<file path="config.mk">
export PLATFORM = sky130hd
export DESIGN_NAME = bitop_unit
export DESIGN_NICKNAME = d
export VERILOG_FILES = /design/src/rtl/bitop_pkg.sv /design/src/rtl/bitop_decode.sv /design/src/rtl/bitop_datapath.sv /design/src/rtl/bitop_seq.sv /design/src/rtl/bitop_unit.sv
export SDC_FILE = /design/constraint.sdc
export NUM_CORES = 1
export LEC_CHECK = 0
export CAP_MARGIN = 0
export CORE_UTILIZATION = 54
export DETAILED_ROUTE_END_ITERATION = 10
export PLACE_DENSITY = 0.86
export SLEW_MARGIN = 40
export SYNTH_ARGS = -nofsm -noshare
export SYNTH_HDL_FRONTEND = slang
export SYNTH_HIERARCHICAL = 1
export SYNTH_SLANG_ARGS = --single-unit
</file>
<file path="constraint.sdc">
create_clock -name clk -period 6.3 [get_ports clk]
set_input_delay 0.63 -clock clk [delete_from_list [all_inputs] [get_ports clk]]
set_output_delay 0.63 -clock clk [all_outputs]
set_load 0.02 [all_outputs]
</file>
<file path="src/rtl/bitop_pkg.sv">
package bitop_pkg;

    typedef enum logic [2:0] {
        OP_NONE,
        OP_BCLR,
        OP_BSET,
        OP_BRCLR,
        OP_BRSET,
        OP_MSET,
        OP_MCLR
    } bop_e;

    typedef enum logic [1:0] {
        S_IDLE,
        S_READ,
        S_WRITE,
        S_FINISH
    } seq_e;

    function automatic logic is_rmw(input bop_e k);
        return (k == OP_BCLR) || (k == OP_BSET) || (k == OP_MSET) || (k == OP_MCLR);
    endfunction

    function automatic logic is_mask_op(input bop_e k);
        return (k == OP_MSET) || (k == OP_MCLR);
    endfunction

endpackage

</file>
<file path="src/rtl/bitop_decode.sv">
module bitop_decode
    import bitop_pkg::*;
#(
    parameter int OPW     = 8,
    parameter int DW      = 8,
    parameter int IDX_LSB = 4
) (
    input  logic [OPW-1:0] opcode,
    output bop_e           kind,
    output logic [DW-1:0]  mask
);
    localparam int IDXW = $clog2(DW);

    // bit index lives in opcode[6:4]
    assign mask = DW'(1) << opcode[IDX_LSB +: IDXW];

    always_comb begin
        kind = OP_NONE;
        if (opcode[3:0] == 4'h7) begin
            kind = opcode[OPW-1] ? OP_BSET : OP_BCLR;
        end else if (opcode[3:0] == 4'hF) begin
            kind = opcode[OPW-1] ? OP_BRSET : OP_BRCLR;
        end else begin
            unique case (opcode)
                OPW'(8'h04), OPW'(8'h0C): kind = OP_MSET;
                OPW'(8'h14), OPW'(8'h1C): kind = OP_MCLR;
                default:                  kind = OP_NONE;
            endcase
        end
    end
endmodule

</file>
<file path="src/rtl/bitop_datapath.sv">
module bitop_datapath
    import bitop_pkg::*;
#(
    parameter int DW = 8
) (
    input  bop_e          kind,
    input  logic [DW-1:0] mask,
    input  logic [DW-1:0] acc,
    input  logic [DW-1:0] rdata,
    output logic [DW-1:0] wdata,
    output logic          bit_hit,
    output logic          z_val
);
    assign bit_hit = |(rdata & mask);
    assign z_val   = ~|(acc & rdata);

    always_comb begin
        unique case (kind)
            OP_BCLR: wdata = rdata & ~mask;
            OP_BSET: wdata = rdata | mask;
            OP_MSET: wdata = rdata | acc;
            OP_MCLR: wdata = rdata & ~acc;
            default: wdata = rdata;
        endcase
    end
endmodule

</file>
<file path="src/rtl/bitop_seq.sv">
module bitop_seq
    import bitop_pkg::*;
(
    input  logic clk,
    input  logic rst_n,
    input  logic go,
    input  logic rmw,
    output seq_e state
);
    seq_e state_nx;

    always_comb begin
        state_nx = state;
        unique case (state)
            S_IDLE:   if (go) state_nx = S_READ;
            S_READ:   state_nx = rmw ? S_WRITE : S_FINISH;
            S_WRITE:  state_nx = S_FINISH;
            S_FINISH: state_nx = S_IDLE;
            default:  state_nx = S_IDLE;
        endcase
    end

    always_ff @(posedge clk or negedge rst_n) begin
        if (!rst_n) state <= S_IDLE;
        else        state <= state_nx;
    end
endmodule

</file>
<file path="src/rtl/bitop_unit.sv">
module bitop_unit
    import bitop_pkg::*;
#(
    parameter int AW  = 16,
    parameter int DW  = 8,
    parameter int OPW = 8
) (
    input  logic           clk,
    input  logic           rst_n,
    input  logic           start,
    input  logic [OPW-1:0] opcode,
    input  logic [AW-1:0]  op_addr,
    input  logic [AW-1:0]  br_target,
    input  logic [DW-1:0]  acc,
    input  logic [AW-1:0]  pc_seq,
    input  logic [DW-1:0]  mem_rdata,
    output logic           mem_re,
    output logic           mem_we,
    output logic [AW-1:0]  mem_addr,
    output logic [DW-1:0]  mem_wdata,
    output logic           done,
    output logic [AW-1:0]  pc_next,
    output logic           z_wr,
    output logic           z_flag
);
    seq_e          state;
    bop_e          kind_in;
    logic [DW-1:0] mask_in;

    bop_e          kind_q;
    logic [DW-1:0] mask_q;
    logic [AW-1:0] addr_q;
    logic [AW-1:0] tgt_q;
    logic [DW-1:0] acc_q;
    logic [AW-1:0] pc_q;
    logic [DW-1:0] rdata_q;
    logic [AW-1:0] pc_res;
    logic          z_res;

    logic [DW-1:0] dp_in;
    logic [DW-1:0] dp_wdata;
    logic          dp_hit;
    logic          dp_z;
    logic          accept;
    logic          take;

    bitop_decode #(.OPW(OPW), .DW(DW), .IDX_LSB(4)) u_dec (
        .opcode (opcode),
        .kind   (kind_in),
        .mask   (mask_in)
    );

    assign accept = start && (kind_in != OP_NONE) && (state == S_IDLE);

    bitop_seq u_seq (
        .clk   (clk),
        .rst_n (rst_n),
        .go    (accept),
        .rmw   (is_rmw(kind_q)),
        .state (state)
    );

    assign dp_in = (state == S_READ) ? mem_rdata : rdata_q;

    bitop_datapath #(.DW(DW)) u_dp (
        .kind    (kind_q),
        .mask    (mask_q),
        .acc     (acc_q),
        .rdata   (dp_in),
        .wdata   (dp_wdata),
        .bit_hit (dp_hit),
        .z_val   (dp_z)
    );

    assign take = ((kind_q == OP_BRSET) && dp_hit) || ((kind_q == OP_BRCLR) && !dp_hit);

    // operand capture at acceptance, read capture in S_READ
    always_ff @(posedge clk or negedge rst_n) begin
        if (!rst_n) begin
            kind_q  <= OP_NONE;
            mask_q  <= '0;
            addr_q  <= '0;
            tgt_q   <= '0;
            acc_q   <= '0;
            pc_q    <= '0;
            rdata_q <= '0;
            pc_res  <= '0;
            z_res   <= 1'b0;
        end else begin
            if (accept) begin
                kind_q <= kind_in;
                mask_q <= mask_in;
                addr_q <= op_addr;
                tgt_q  <= br_target;
                acc_q  <= acc;
                pc_q   <= pc_seq;
            end
            if (state == S_READ) begin
                rdata_q <= mem_rdata;
                pc_res  <= take ? tgt_q : pc_q;
                z_res   <= dp_z;
            end
        end
    end

    // output process
    always_comb begin
        mem_re    = 1'b0;
        mem_we    = 1'b0;
        mem_addr  = addr_q;
        mem_wdata = '0;
        done      = 1'b0;
        z_wr      = 1'b0;
        unique case (state)
            S_IDLE:   ;
            S_READ:   mem_re = 1'b1;
            S_WRITE: begin
                mem_we    = 1'b1;
                mem_wdata = dp_wdata;
            end
            S_FINISH: begin
                done = 1'b1;
                z_wr = is_mask_op(kind_q);
            end
            default:  ;
        endcase
    end

    assign pc_next = pc_res;
    assign z_flag  = z_res;

    // assertions
    assert_write_after_read_R8: assert property (@(posedge clk) disable iff (!rst_n)
        mem_we |-> ($past(mem_re) && ($past(mem_addr) == mem_addr)));

    assert_done_after_access_R8: assert property (@(posedge clk) disable iff (!rst_n)
        done |-> ($past(mem_re) || $past(mem_we)));

    assert_rd_wr_exclusive_R8: assert property (@(posedge clk) disable iff (!rst_n)
        !(mem_re && mem_we));

    assert_branch_no_write_R4: assert property (@(posedge clk) disable iff (!rst_n)
        (mem_we |-> !((kind_q == OP_BRSET) || (kind_q == OP_BRCLR))));

    assert_mask_single_R1: assert property (@(posedge clk) disable iff (!rst_n)
        (mem_re && !is_mask_op(kind_q)) |-> ($countones(mask_q) == 1));

    assert_z_with_done_R7: assert property (@(posedge clk) disable iff (!rst_n)
        z_wr |-> done);

    assert_busy_start_ignored_R9: assert property (@(posedge clk) disable iff (!rst_n)
        (state != S_IDLE && state != S_FINISH) |=> $stable(addr_q));

    assert_done_single_R8: assert property (@(posedge clk) disable iff (!rst_n)
        done |=> !done);
endmodule

</file>
; ---- Word-level counts from Yosys, hierarchy flattened
; Cells that the tools add are included.
[op_classes]
n_bitwise = 8
n_reduce_logical = 17
div_mod_pow = 0
magnitude_cmp = 0
mux = 16
n_mul = 0
eq_ne = 16
shift = 1
n_addsub = 0
[ops]
columns = op, n
row1 = AND 8 bit, 4
row2 = one-hot mux 8 bit (4 select lines), 1
row3 = equality test 8 x 5 -> 1 bit (second input constant), 2
row4 = 2-to-1 mux 16 bit, 1
row5 = 2-to-1 mux 8 bit, 2
row6 = NOT 8 bit, 2
row7 = bitwise OR 8 bit, 2
row8 = OR reduction 8 bit, 2
row9 = equality test 3 bit (second input constant), 3
row10 = 2-to-1 mux 3 bit, 3
row11 = equality test 8 x 3 -> 1 bit (second input constant), 1
row12 = equality test 8 x 4 -> 1 bit (second input constant), 1
row13 = one-hot mux 2 bit (4 select lines), 1
row14 = left shift 1 x 3 -> 8 bit (first input constant), 1
row15 = equality test 3 x 2 -> 1 bit (second input constant), 2
row16 = one-hot mux 3 bit (2 select lines), 1
row17 = logical OR 1 bit, 5
row18 = 2-to-1 mux 1 bit, 5
row19 = equality test 2 bit (second input constant), 2
row20 = equality test 4 x 3 -> 1 bit (second input constant), 1
row21 = equality test 4 bit (second input constant), 1
row22 = logical AND 1 bit, 4
row23 = 2-to-1 mux 2 bit, 2
row24 = OR reduction 2 bit, 2
row25 = other kinds (6), 7
[word_totals]
romBits = 0
register_bits = 94
latch_bits = 0
n_memories = 0
ram_bits = 0
inputBits = 75

; ---- Logic depth before layout (Yosys ltp)
[logic_depth]
depth_word = 10
mapped_depth = 11

; ---- Hierarchy
; Netlist, hierarchy kept.
[by_module_without_submodules]
columns = module, instances, cells_each, area_per_inst_um2, seq_area_each_um2
row1 = bitop_unit, 1, 271, 3967.6, 2302.2
row2 = bitop_datapath, 1, 83, 621.8, 0.0
row3 = bitop_seq, 1, 13, 146.4, 50.0
row4 = bitop_decode, 1, 22, 137.6, 0.0

; ---- Least setup slack after synthesis
; No wires, ideal clock.
[synth_path]
path_type = register to output
start = reg u_seq.state[0]
end = out mem_wdata[4]
path_stages_with_launch = 9
t_arrival_ns = 1.986
setup_slack_ns = 3.684
t_required_ns = 5.670
path_buffers = 2
cell_sequence = dfrtp_1 nor2b_1 buf_2 buf_2 mux2_1 or2_2 a21oi_1 a211oi_2 and2_1
[synth_via]
elab_chain_cells = 5
[synth_lines]
columns = item, line_no
row1 = from (decl), bitop_seq.sv:8  ; output seq_e state
row2 = from (signal assigned), bitop_seq.sv:25  ; else state <= state_nx;
row3 = equality test 2 x 1 -> 1 bit (*), bitop_unit.sv:63  ; assign dp_in = (state == S_READ) ? mem_rdata : rdata_q;
row4 = 2-to-1 mux 8 bit (*), -
row5 = via dp_in[4], bitop_unit.sv:40  ; logic [DW-1:0] dp_in;
row6 = "AND 8 bit, or another cell as far along", bitop_datapath.sv:22  ; OP_MCLR: wdata = rdata & ~acc;
row7 = one-hot mux 8 bit (4 select lines) (*), bitop_datapath.sv:18  ; unique case (kind)
row8 = via dp_wdata[4], bitop_unit.sv:41  ; logic [DW-1:0] dp_wdata;
row9 = 2-to-1 mux 8 bit (*), bitop_unit.sv:114  ; unique case (state)
row10 = to (decl), bitop_unit.sv:20  ; output logic [DW-1:0] mem_wdata,
; The timed path passes the listed nets; every way through them passes the cells marked *.

; ---- Final worst setup path
[layout_path]
start = reg u_seq.state[0]
end = out mem_wdata[6]
; Same word-level chain as after synthesis.

==> out/metrics.csv <==
stage,metric,value,unit
routing,DRT iter0 DRCs,194,
floorplan,die span in x,97,um
routing,Via density,5.828,
synthesis,Mapped Area,0.004873,sq mm
routing,drt total wl,10810,um
critical_path,Crit. End Element,output port,
pwr,Peak VDD IR,296.9,uV
timing,Final Hold Violating Endpoints,0,
global_route,all-layer global routing usage,23.79,%
timing,worst-margin pin slew,783.7,ps
critical_path,worst reg-to-reg path cell count,8,
synthesis,Synth Flop Type,dfrtp_1,
timing,relative slew slack,47.75,%
timing,period utilization,60.74,%
synthesis,Post-synth EDFFs,0,
timing,final setup violation count,0,
critical_path,largest fanout on the critical path,42,
layout,Final Util,70.65,%
timing,fin. max-slew vios,0,
floorplan,initial core utilization,55.88,%
routing,DRT antenna net count,0,
global_route,first-pass GRT wire length,17880,um
critical_path,Critical Path RT,5670,ps
layout,# nets final,571,
critical_path,FF-to-FF End,pc_next[13],
min_path,Hold WC Path Type,primary input to async pin,
floorplan,Die H,97,um
critical_path,Arrival @ worst endpoint,3200,ps
cts,H-tree depth,3,
pwr,"Power, Total",2936,uW
routing,DRT Pass-1 Iters,4,
cts,post-CTS sizing,0,
placement,I/O Buffers,119,
cts,CTS Sinks,94,
synthesis,async set or reset register ratio after synthesis,100.0,%
cts,CTS tree,built,
routing,Max Used Layer,met4,
layout,most frequent cells in the layout,"clkdlybuf4s50_1 (118), dfrtp_1 (93), mux2_4 (39), mux2_2 (29), nor2_1 (18)",
global_route,largest net degree at the start of global routing,73,
cts,postcts setup bufs,0,
timing,Max Freq,0.2613,GHz
cts,CTS buffer count,9,
floorplan,Core Rows,34,
layout,synthesis-to-layout area growth,26.42,%
global_route,vias in the first global route,3557,
placement,post-DP HPWL,7461,um
layout,layout cells sized above 1,22.29,%
status,status,"complete, no violations",
floorplan,core area,0.008721,sq mm
routing,met1 WL,4783,um
routing,DR WL met2,5233,um
layout,"commonest non-fill, non-tap cell in the layout",clkdlybuf4s50_1,
cts,hold_buf cts,0,
placement,Final Wtd Congestion,0.7812,
critical_path,kind of critical path,register to output port,
cts,"Clk pin slew, worst setup/hold paths",100,ps
floorplan,Die ar.,0.009409,sq mm
pwr,leakage power,0.002562,uW
synthesis,net count after synthesis,467,
pwr,PwrDens,476.6,mW/mm^2
synthesis,synthesized area per cell,12.53,sq um
critical_path,Setup crit start kind,register,
synthesis,"Distinct cells, synth",47,
synthesis,Synth warnings,6,
critical_path,Critical R2R Launch,u_seq/state[0],
cts,clk buf depth,2,
layout,antenna fix cells,0,
global_route,initial antenna violation count,0,
critical_path,R2R setup slack,2840,ps
run,max-cap viol count,0,
timing,Post-Route Setup TNS,0,ps
cts,CTS Root Cell,clkbuf_8,
cts,worst skew pair latency,360,ps
synthesis,"Seq/Total Area, Yosys",48.27,%
timing,clk_skew,11.01,ps
synthesis,number of synthesized register bits,94,
routing,WL met3,643,um
floorplan,io pins,120,
routing,# DRC,0,
synthesis,Synth Instances,389,
routing,detail-routed net length per standard cell,17.83,um
global_route,global route overflow,0,
timing,fin crit period,3827,ps
timing,RSZ-0062 raised after global routing,false,
routing,DR vias,3532,
==> synth_stat cells, drive strengths merged (10+ instances only) <==
cell type | n | share of area (%)
dfrtp | 94 | 48
and2 | 10 | 1.3
nor3b | 12 | 2.7
o21ai | 21 | 2.2
nor2 | 18 | 1.4
mux2 | 75 | 20
nand2 | 10 | 0.77
nand3 | 16 | 1.6
a31oi | 16 | 2.1
buf | 24 | 4.5
==> kinds of logic (layout without fill, tap and decap cells) <==
kind of cell	count (synthesis)	in the layout	synth area share, %
AND/OR/NAND/NOR	101	101	13.25
flip-flops	94	94	48.27
multiplexers	83	83	21.98
AO/OA/AOI/OAI	74	74	10.32
buffers and inverters	33	142	5.237
adder cells (fa/ha/maj)	3	3	0.7703
XOR/XNOR	1	1	0.1798
==> state kept, by name, summed over array words and instances, names as in the netlist <==
register,count
acc_q,8
kind_q,3
mask_q,8
mem_addr,16
pc_next,16
pc_q,16
rdata_q,8
tgt_q,16
u_seq/state,2
z_flag,1
==> critical path: stages (launching register included) <==
cell and delay (ps):
dfrtp_1 490, nor2b_2 180, buf_4 410, mux2_1 490, or2_2 320, a21oi_1 170
a211oi_1 60, and2_1 180, clkdlybuf4s50_1 530
==> metrics by stage <==
step	cells	setup slack [ps]	hold slack, ps	area (sq um)
finish	606	2473	150.2	6161
floorplan	389	3684	334.4	4873
detailed placement	590	2887	491.9	5992
global placement	590	2829	488.7	5984
global route	606	2300	153.5	6161
CTS	606	2477	154.3	6161
==> where the power goes <==
group          switching, uW  internal [uW]
Combinational            671            779
Clock                    209            146
Sequential               229            901
Total                   1110           1830
==> final cells by class <==
class	instances	area, sq um
clock buffer	12	135.1
clock inverter	4	33.78
multi-input combinational	262	2268
sequential	94	2354
tap	108	135.1
fill	626	2560
inverter	4	20.02
timing repair buffer	122	1215
==> metal layers <==
| metal | vias to the layer above | global-route usage [%] |
|---|---|---|
| met5 | - | 0 |
| met4 | 0 | 4.937 |
| met3 | 15 | 5.925 |
| met2 | 119 | 37.97 |
| met1 | 1764 | 33.06 |
| li1 | 1634 | - |
==> worst max path at each step <==
| stage | from | endpoint | slack (ps) | cells after the start |
|---|---|---|---|---|
| 5_1_grt | u_seq/state[0] | mem_wdata[6] | 2300 | 8 |
| 3_3_place_gp | opcode[5] | u_seq/state[0] | 2830 | 8 |
| 3_5_place_dp | u_seq/state[0] | mem_wdata[6] | 2890 | 8 |
| 2_1_floorplan | u_seq/state[0] | mem_wdata[4] | 3680 | 8 |
| 6_report | u_seq/state[0] | mem_wdata[6] | 2470 | 8 |
| 4_1_cts | u_seq/state[0] | mem_wdata[6] | 2480 | 8 |
Power figures use the tool's default switching activity.
